$ cat src/rtl/gpio_irq_pkg.sv
package gpio_irq_pkg;
  // Register byte offsets (software decodes these)
  localparam int unsigned OFS_POL  = 32'h290;
  localparam int unsigned OFS_SEL  = 32'h294;
  localparam int unsigned OFS_OE   = 32'h29C;
  localparam int unsigned OFS_OUT  = 32'h2A0;
  localparam int unsigned OFS_IN   = 32'h2A4;
  localparam int unsigned DATA_W   = 32;

  typedef enum logic [2:0] {
    REG_NONE, REG_POL, REG_SEL, REG_OE, REG_OUT, REG_IN
  } reg_sel_e;
endpackage

$ cat src/rtl/gpio_irq_sync.sv
module gpio_irq_sync #(
  parameter int WIDTH = 22
) (
  input  logic             clk,
  input  logic             rst,
  input  logic [WIDTH-1:0] din,
  output logic [WIDTH-1:0] dout
);
  logic [WIDTH-1:0] stage1_q;
  logic [WIDTH-1:0] stage2_q;

  always_ff @(posedge clk) begin
    if (rst) begin
      stage1_q <= '0;
      stage2_q <= '0;
    end else begin
      stage1_q <= din;
      stage2_q <= stage1_q;
    end
  end

  assign dout = stage2_q;

  // second stage only ever takes the first stage's previous value
  AST_SYNC_CHAIN: assert property (@(posedge clk) disable iff (rst)
    !$past(rst) |-> (stage2_q == $past(stage1_q)));
endmodule

$ cat src/rtl/gpio_irq_regs.sv
module gpio_irq_regs
  import gpio_irq_pkg::*;
#(
  parameter int NUM_PINS = 22,
  parameter int IRQ_BASE = 8,
  parameter int NUM_IRQ  = 6,
  parameter int ADDR_W   = 12
) (
  input  logic                clk,
  input  logic                rst,
  input  logic                bus_valid,
  input  logic                bus_write,
  input  logic [ADDR_W-1:0]   bus_addr,
  input  logic [DATA_W-1:0]   bus_wdata,
  output logic                bus_ready,
  output logic [DATA_W-1:0]   bus_rdata,
  input  logic [NUM_PINS-1:0] pin_sync,
  output logic [NUM_PINS-1:0] oe_q,
  output logic [NUM_PINS-1:0] out_q,
  output logic [NUM_IRQ-1:0]  route_q,
  output logic [NUM_IRQ-1:0]  pol_q
);
  localparam int SEL_TOP = 2 * (IRQ_BASE + NUM_IRQ - 1);

  logic        accept;
  reg_sel_e    hit;
  logic [DATA_W-1:0] rd_mux;
  logic [DATA_W-1:0] sel_view;
  logic [NUM_IRQ-1:0] route_wr;

  assign accept = bus_valid && !bus_ready;

  always_comb begin
    hit = REG_NONE;
    if      (bus_addr == ADDR_W'(OFS_POL)) hit = REG_POL;
    else if (bus_addr == ADDR_W'(OFS_SEL)) hit = REG_SEL;
    else if (bus_addr == ADDR_W'(OFS_OE))  hit = REG_OE;
    else if (bus_addr == ADDR_W'(OFS_OUT)) hit = REG_OUT;
    else if (bus_addr == ADDR_W'(OFS_IN))  hit = REG_IN;
  end

  // route bits live at the low bit of each pad's 2-bit field
  always_comb begin
    sel_view = '0;
    route_wr = '0;
    for (int n = 0; n < NUM_IRQ; n++) begin
      sel_view[2*(IRQ_BASE+n)] = route_q[n];
      route_wr[n]              = bus_wdata[2*(IRQ_BASE+n)];
    end
  end

  always_comb begin
    unique case (hit)
      REG_POL: rd_mux = DATA_W'(pol_q);
      REG_SEL: rd_mux = sel_view;
      REG_OE:  rd_mux = DATA_W'(oe_q);
      REG_OUT: rd_mux = DATA_W'(out_q);
      REG_IN:  rd_mux = DATA_W'(pin_sync);
      default: rd_mux = '0;
    endcase
  end

  always_ff @(posedge clk) begin
    if (rst) begin
      bus_ready <= 1'b0;
      bus_rdata <= '0;
      oe_q      <= '0;
      out_q     <= '0;
      route_q   <= '0;
      pol_q     <= '0;
    end else begin
      bus_ready <= accept;
      bus_rdata <= '0;
      if (accept) begin
        if (bus_write) begin
          case (hit)
            REG_POL: pol_q   <= bus_wdata[NUM_IRQ-1:0];
            REG_SEL: route_q <= route_wr;
            REG_OE:  oe_q    <= bus_wdata[NUM_PINS-1:0];
            REG_OUT: out_q   <= bus_wdata[NUM_PINS-1:0];
            default: ;
          endcase
        end else begin
          bus_rdata <= rd_mux;
        end
      end
    end
  end

  initial begin
    assert (SEL_TOP < DATA_W);
    assert (NUM_PINS <= DATA_W);
    assert (IRQ_BASE + NUM_IRQ <= NUM_PINS);
  end

  AST_READY_PULSE: assert property (@(posedge clk) disable iff (rst)
    bus_ready |=> !bus_ready);
  AST_READY_CAUSE: assert property (@(posedge clk) disable iff (rst)
    (bus_valid && !bus_ready) |=> bus_ready);
  AST_RDATA_QUIET: assert property (@(posedge clk) disable iff (rst)
    !bus_ready |-> (bus_rdata == '0));
  AST_STATE_HOLD: assert property (@(posedge clk) disable iff (rst)
    !(bus_valid && !bus_ready && bus_write) |=>
      ($stable(oe_q) && $stable(out_q) && $stable(route_q) && $stable(pol_q)));
endmodule

$ cat src/rtl/gpio_irq_lines.sv
module gpio_irq_lines #(
  parameter int NUM_IRQ = 6
) (
  input  logic               clk,
  input  logic               rst,
  input  logic [NUM_IRQ-1:0] pin_lvl,
  input  logic [NUM_IRQ-1:0] route,
  input  logic [NUM_IRQ-1:0] active_high,
  output logic [NUM_IRQ-1:0] irq_q
);
  for (genvar n = 0; n < NUM_IRQ; n++) begin : g_line
    logic asserted;
    assign asserted = active_high[n] ? pin_lvl[n] : !pin_lvl[n];

    always_ff @(posedge clk) begin
      if (rst) irq_q[n] <= 1'b0;
      else     irq_q[n] <= route[n] && asserted;
    end

    AST_UNROUTED_LOW: assert property (@(posedge clk) disable iff (rst)
      !route[n] |=> !irq_q[n]);
    AST_ACTIVE_HIGH_PASS: assert property (@(posedge clk) disable iff (rst)
      (route[n] && active_high[n]) |=> (irq_q[n] == $past(pin_lvl[n])));
    AST_ACTIVE_LOW_INVERT: assert property (@(posedge clk) disable iff (rst)
      (route[n] && !active_high[n]) |=> (irq_q[n] == !$past(pin_lvl[n])));
  end
endmodule

$ cat src/rtl/gpio_irq_ctrl.sv
module gpio_irq_ctrl
  import gpio_irq_pkg::*;
#(
  parameter int NUM_PINS = 22,
  parameter int IRQ_BASE = 8,
  parameter int NUM_IRQ  = 6,
  parameter int ADDR_W   = 12
) (
  input  logic                clk,
  input  logic                rst,
  input  logic                bus_valid,
  input  logic                bus_write,
  input  logic [ADDR_W-1:0]   bus_addr,
  input  logic [31:0]         bus_wdata,
  output logic                bus_ready,
  output logic [31:0]         bus_rdata,
  input  logic [NUM_PINS-1:0] pad_in,
  output logic [NUM_PINS-1:0] pad_oe,
  output logic [NUM_PINS-1:0] pad_out,
  output logic [NUM_IRQ-1:0]  irq_out
);
  logic [NUM_PINS-1:0] pin_sync;
  logic [NUM_IRQ-1:0]  route_q;
  logic [NUM_IRQ-1:0]  pol_q;

  gpio_irq_sync #(.WIDTH(NUM_PINS)) u_sync (
    .clk  (clk),
    .rst  (rst),
    .din  (pad_in),
    .dout (pin_sync)
  );

  gpio_irq_regs #(
    .NUM_PINS (NUM_PINS),
    .IRQ_BASE (IRQ_BASE),
    .NUM_IRQ  (NUM_IRQ),
    .ADDR_W   (ADDR_W)
  ) u_regs (
    .clk       (clk),
    .rst       (rst),
    .bus_valid (bus_valid),
    .bus_write (bus_write),
    .bus_addr  (bus_addr),
    .bus_wdata (bus_wdata),
    .bus_ready (bus_ready),
    .bus_rdata (bus_rdata),
    .pin_sync  (pin_sync),
    .oe_q      (pad_oe),
    .out_q     (pad_out),
    .route_q   (route_q),
    .pol_q     (pol_q)
  );

  gpio_irq_lines #(.NUM_IRQ(NUM_IRQ)) u_lines (
    .clk         (clk),
    .rst         (rst),
    .pin_lvl     (pin_sync[IRQ_BASE +: NUM_IRQ]),
    .route       (route_q),
    .active_high (pol_q),
    .irq_q       (irq_out)
  );

  AST_RESET_OUTPUTS: assert property (@(posedge clk)
    $past(rst) |-> (pad_oe == '0 && pad_out == '0 && irq_out == '0 && !bus_ready));
endmodule

$ cat config.mk
export PLATFORM = sky130hd
export DESIGN_NAME = gpio_irq_ctrl
export DESIGN_NICKNAME = d
export VERILOG_FILES = /design/src/rtl/gpio_irq_pkg.sv /design/src/rtl/gpio_irq_sync.sv /design/src/rtl/gpio_irq_regs.sv /design/src/rtl/gpio_irq_lines.sv /design/src/rtl/gpio_irq_ctrl.sv
export SDC_FILE = /design/constraint.sdc
export NUM_CORES = 1
export LEC_CHECK = 0
export BUFFER_PORTS_ARGS = -buffer_cell sky130_fd_sc_hd__buf_2
export CAP_MARGIN = 20
export CORE_MARGIN = 3
export CORE_UTILIZATION = 51
export DETAILED_ROUTE_END_ITERATION = 10
export PLACE_DENSITY_LB_ADDON = 0.2
export SLEW_MARGIN = 20
export SYNTH_ARGS = -nofsm -noshare
export SYNTH_HDL_FRONTEND = slang
export SYNTH_SLANG_ARGS = --single-unit
$ cat constraint.sdc
create_clock -name clk -period 2.5 [get_ports clk]
set_input_delay 0.375 -clock clk [delete_from_list [all_inputs] [get_ports clk]]
set_output_delay 0.375 -clock clk [all_outputs]
set_load 0.01 [all_outputs]
## Word level (Yosys, flattened, before mapping)

Index checks and enable logic that the tools add are counted.

- Flip-flop bits (word level): 139
- Output and inout bits: 83

- Equality and inequality tests: 10
- Muxes and demuxes: 12
- Bitwise logic cells: 1
- Reduce and logical (&&, ||, !) cells: 19

Operator list:

| operator | number |
|---|---|
| $pmux 27 s5 | 1 |
| $eq 12x10->1 const B | 5 |
| $mux 3 | 5 |
| $reduce_and 3->1 | 4 |
| $logic_and 1x1->1 | 7 |
| $logic_not 1->1 | 7 |
| $eq 3x2->1 const B | 2 |
| $eq 3x3->1 const B | 2 |
| $mux 1 | 6 |
| $eq 3x1->1 const B | 1 |
| $reduce_or 3->1 | 1 |
| $not 1->1 | 1 |

## Depth between registers and ports, before layout

- Depth in word-level cells: 8
- Gate-level depth with buffers: 7
- Depth with buffers taken out: 4

## By module

Synthesis repeated with hierarchy kept, for this count alone.

- Cells, all modules: 457
- Area total of the unflattened synthesis: 4713.3 µm²

By module, submodules not included:

| module | times used | cells an instance | area an instance (µm²) | seq. area each (µm²) |
|---|---|---|---|---|
| gpio_irq_regs | 1 | 347 | 3319.4 | 1641.6 |
| gpio_irq_sync | 1 | 92 | 1176.1 | 880.8 |
| gpio_irq_lines | 1 | 18 | 217.7 | 120.1 |

## Worst setup path before layout

No wires, ideal clock.

- Path kind: input to register
- Start: input bus_addr[11]
- End: register u_regs.oe_q[10]
- Library setup time: 0.143 ns
- Arrival time: 1.951 ns
- Required time: 2.357 ns
- Slack: 0.406 ns
- Stages: 7
- Path buffers: 3
- Cells stage by stage: or4_4 buf_6 or4_1 buf_2 buf_6 nand2_2 a21oi_2

- Word-level cells in the longest chain between the ends: 8

RTL lines:

| element | line | source |
|---|---|---|
| start, declared | gpio_irq_ctrl.sv:13 | `input logic [ADDR_W-1:0] bus_addr,` |
| $eq 12x10->1 | gpio_irq_regs.sv:39 | `else if (bus_addr == ADDR_W'(OFS_IN)) hit = REG_IN;` |
| $mux 3 | gpio_irq_regs.sv:39 |  |
| $mux 3 | gpio_irq_regs.sv:38 | `else if (bus_addr == ADDR_W'(OFS_OUT)) hit = REG_OUT;` |
| $mux 3 | gpio_irq_regs.sv:37 | `else if (bus_addr == ADDR_W'(OFS_OE)) hit = REG_OE;` |
| $mux 3 | gpio_irq_regs.sv:36 | `else if (bus_addr == ADDR_W'(OFS_SEL)) hit = REG_SEL;` |
| $mux 3 (*) | gpio_irq_regs.sv:35 | `if (bus_addr == ADDR_W'(OFS_POL)) hit = REG_POL;` |
| $eq 3x2->1 (*) | gpio_irq_regs.sv:76 | `case (hit)` |
| $reduce_and 3->1 (no source line) (*) | n/a |  |
| end signal, assigned | gpio_irq_regs.sv:79 | `REG_OE: oe_q <= bus_wdata[NUM_PINS-1:0];` |
| end, declared | gpio_irq_regs.sv:18 | `output logic [NUM_PINS-1:0] oe_q,` |

Every way passes the cells marked *; elsewhere a longest branch is shown, timed or not.
A chain may end at the register's enable or synchronous reset.

## Worst setup path after layout

- Start: register u_regs.bus_ready
- End: register u_regs.oe_q[12]

- Word-level cells in the longest chain between the ends: 3

RTL lines:

| element | line | source |
|---|---|---|
| start, declared | gpio_irq_regs.sv:15 | `output logic bus_ready,` |
| start signal, assigned | gpio_irq_regs.sv:72 | `bus_ready <= accept;` |
| $logic_not 1->1 | gpio_irq_regs.sv:31 | `assign accept = bus_valid && !bus_ready;` |
| $logic_and 1x1->1 | gpio_irq_regs.sv:31 |  |
| $reduce_and 3->1 (no source line) | n/a |  |

Every way passes these cells.

==> results.cfg <==
[run_status]
outcome = complete, no violations

[sta]
max_freq_mhz = 562
holdWs_ns = 0.0751
hold_viol = 0
grt_setup_unrepaired = no
max_slew_margin = 0.580
fin_skew_ns = 0.00712
finalSetupTns_ns = 0
tightest_slew_ns = 0.629
post-route-min-period_ns = 1.78
final_max_slew_viol_count = 0
setup_viol = 0
post-route-period-util = 0.712

[floorplanning]
dieArea_um2 = 11000
coreArea_um2 = 9370
core.rowCount = 35
die_w_um = 105
pin_count = 153
start_util = 0.534
die_h_um = 105

[place]
place_inst = 742
io_buffers = 138
gp_congestion = 0.843
dp_hpwl_um = 8590

[cts]
clk_pin_slew_ns = 0.06
ctsHtreeMaxLevel = 4
cts_root_buf = clkbuf_8
cts_hold_buf = 0
clk_latency_ns = 0.51
postCtsSetupBuffers = 0
cts_sinks = 132
numCtsBuffers = 17
clk_path_buf_depth = 2
cts_resized = 0
cts_tree = yes

[critical_path]
slowest_stage = or4_1
cp-start-kind = flip-flop
path_max_fanout = 11
worstPathRequired_ns = 2.87
endpoint_kind = flip-flop
crit_type = reg -> reg
crit_chain = nand3b_1, buf_4, or4_1, buf_4, nand2_2, a21oi_2
path_common_cell = buf_4
critPathArrivalTime_ns = 2.15
slowest_delay_ns = 0.60

[pwr]
cellLeakagePower_nw = 2.76
power.density_nw_per_um2 = 787
vdd_ir_drop_max_uv = 471

[drt]
drc = 0
routed_via_density = 5.18
vias = 4010
postRouteWirelength_um = 12400
drtAntennaViolNets = 0
dr.pass1.iters = 5
wl_per_cell_um = 16.0
drtIter0Drc = 187

[global_route]
grt_antenna_before_repair = 0
grt_max_degree = 108
grt_pass1_vias = 3884
overflow = 0
track_usage = 0.226
grt_pass1_wl_um = 19600

[yosys]
synth-seq-area-share = 0.528
syn-instance-count = 483
ys_ff_latch = 132
syn_avg_cell_area_um2 = 10.4
synth_top_cell_area_share = 0.528
synth_fa_ha_area_frac = 0
yosys.area.top_type = dfxtp_1
synth_xor_area_frac = 0.0123
synth_compound_area_frac = 0.0853
synth-simple-area-share = 0.232
netlist_area_um2 = 5000
synthMuxAreaShare = 0.0993
synth_top_family_by_area = simple AND/OR/NAND/NOR gates
yosysWarnings = 0
synthTopCellsByArea = dfxtp_1, mux2i_1, nor2b_1, nor2_1, a21oi_2
synth.distinct_cells = 45

[finish]
final_cells = 774
fill_cells = 729
drive_gt1_frac = 0.400
diodes = 0
nNetsFinal = 702
area_growth_pct = 31.4

[job]
cap_violations = 0

[worst_hold_path]
hp-class = in -> reg
state kept, by name, indices dropped and copies added (netlist names):
name,count
u_lines.irq_q,6
u_sync.dout,22
u_regs.bus_rdata,25
u_regs.route_q,6
u_regs.oe_q,22
u_regs.pol_q,6
u_regs.out_q,22
u_sync.stage1_q,22
u_regs.bus_ready,1
cell type report:
type                       count  area (um^2)  area share
sequential                   132         2640       0.402
multi-input combinational    319         2190       0.334
timing repair buffer         162          886       0.135
clock buffer                  21          469      0.0714
clock inverter                11          220      0.0335
tap                          129          161      0.0246
cells by family after synthesis:
group	after synthesis
other	1
and+or+nand+nor	203
muxes	48
buffers and inverters	38
AOI/OAI and AO/OA	54
DFF	132
xor gates and xnor gates	7
metal layers:
metal | routed length [um] | global-route usage | up-vias
met1 | 5200 | 0.287 | 1894
met5 | 0 | 0 | -
met2 | 6040 | 0.369 | 166
met4 | 195 | 0.0881 | 0
li1 | - | - | 1933
met3 | 960 | 0.0587 | 17
power breakdown:
group	internal, mW	total [mW]	switching, mW
Sequential	2.14	2.15	0.00995
Combinational	0.0872	0.197	0.110
Clock	1.93	2.83	0.895
Total	4.16	5.18	1.02
worst max-delay path, delay by kind of cell (launching register included):
kind / cells / cell delay (ns)
AND/OR/NAND/NOR: 3 / 0.85
buffers and inverters: 2 / 0.43
flip-flops: 1 / 0.31
AO/OA/AOI/OAI: 1 / 0.05
stage by stage:
step           instance area [um^2]   util  setup slack, ns  total power, mW
2_1_floorplan                  5030      -            0.406             2.30
3_3_place_gp                   5880  0.628            0.272             2.38
3_5_place_dp                   5880  0.628            0.244             2.39
4_1_cts                        6570  0.701            0.727             5.19
5_1_grt                        6570  0.701            0.655             5.31
6_report                       6570  0.701            0.720             5.18
synth_stat cells, drive strengths merged:
master   instances
or4              2
mux2i           35
nand2           51
a21oi           22
nor4bb           2
nand4           10
xor2             6
nor2b           46
nand3            8
a31oi            8
mux2            13
clkbuf          19
and2             5
o211ai           1
and3b            1
nor3             2
o2bb2ai          1
a22o             8
xnor2            1
or4b             2
nor4             5
nand4bb          2
nand3b           1
conb             1
nor3b            8
and3             1
buf             19
nor2            52
nand4b           1
nand2b           3
a21boi           1
dfxtp          132
a22oi           13
or4bb            1
cell usage in the layout (no fill, tap or decap), drive strengths merged:
master | netlist | final
nand3 | 8 | 8
a22o | 8 | 8
a22oi | 13 | 13
a21oi | 22 | 22
nand2b | 3 | 3
clkbuf | 19 | 21
dfxtp | 132 | 132
nor2 | 52 | 52
inv | 0 | 1
nand4 | 10 | 10
a31oi | 8 | 8
mux2 | 13 | 13
and3b | 1 | 1
nand3b | 1 | 1
nor4bb | 2 | 2
nand2 | 51 | 51
o211ai | 1 | 1
nand4bb | 2 | 2
buf | 19 | 162
and3 | 1 | 1
a21boi | 1 | 1
mux2i | 35 | 35
nand4b | 1 | 1
conb | 1 | 7
or4bb | 1 | 1
nor2b | 46 | 46
and2 | 5 | 5
nor4 | 5 | 5
bufinv | 0 | 6
or4b | 2 | 2
nor3 | 2 | 2
nor3b | 8 | 8
o2bb2ai | 1 | 1
clkinv | 0 | 4
xor2 | 6 | 6
or4 | 2 | 2
xnor2 | 1 | 1
worst paths after layout:
path,start,endpoint,slack [ns],cells after the start
worst max-delay path,u_regs.bus_ready,u_regs.oe_q[12],0.72,6
worst min-delay path,pad_in[14],u_sync.stage1_q[14],0.08,2
worst max register to register,u_regs.bus_ready,u_regs.oe_q[12],0.72,6
worst min register to register,u_sync.stage1_q[20],u_sync.dout[20],0.43,1
(Power assumes the default switching activity.)
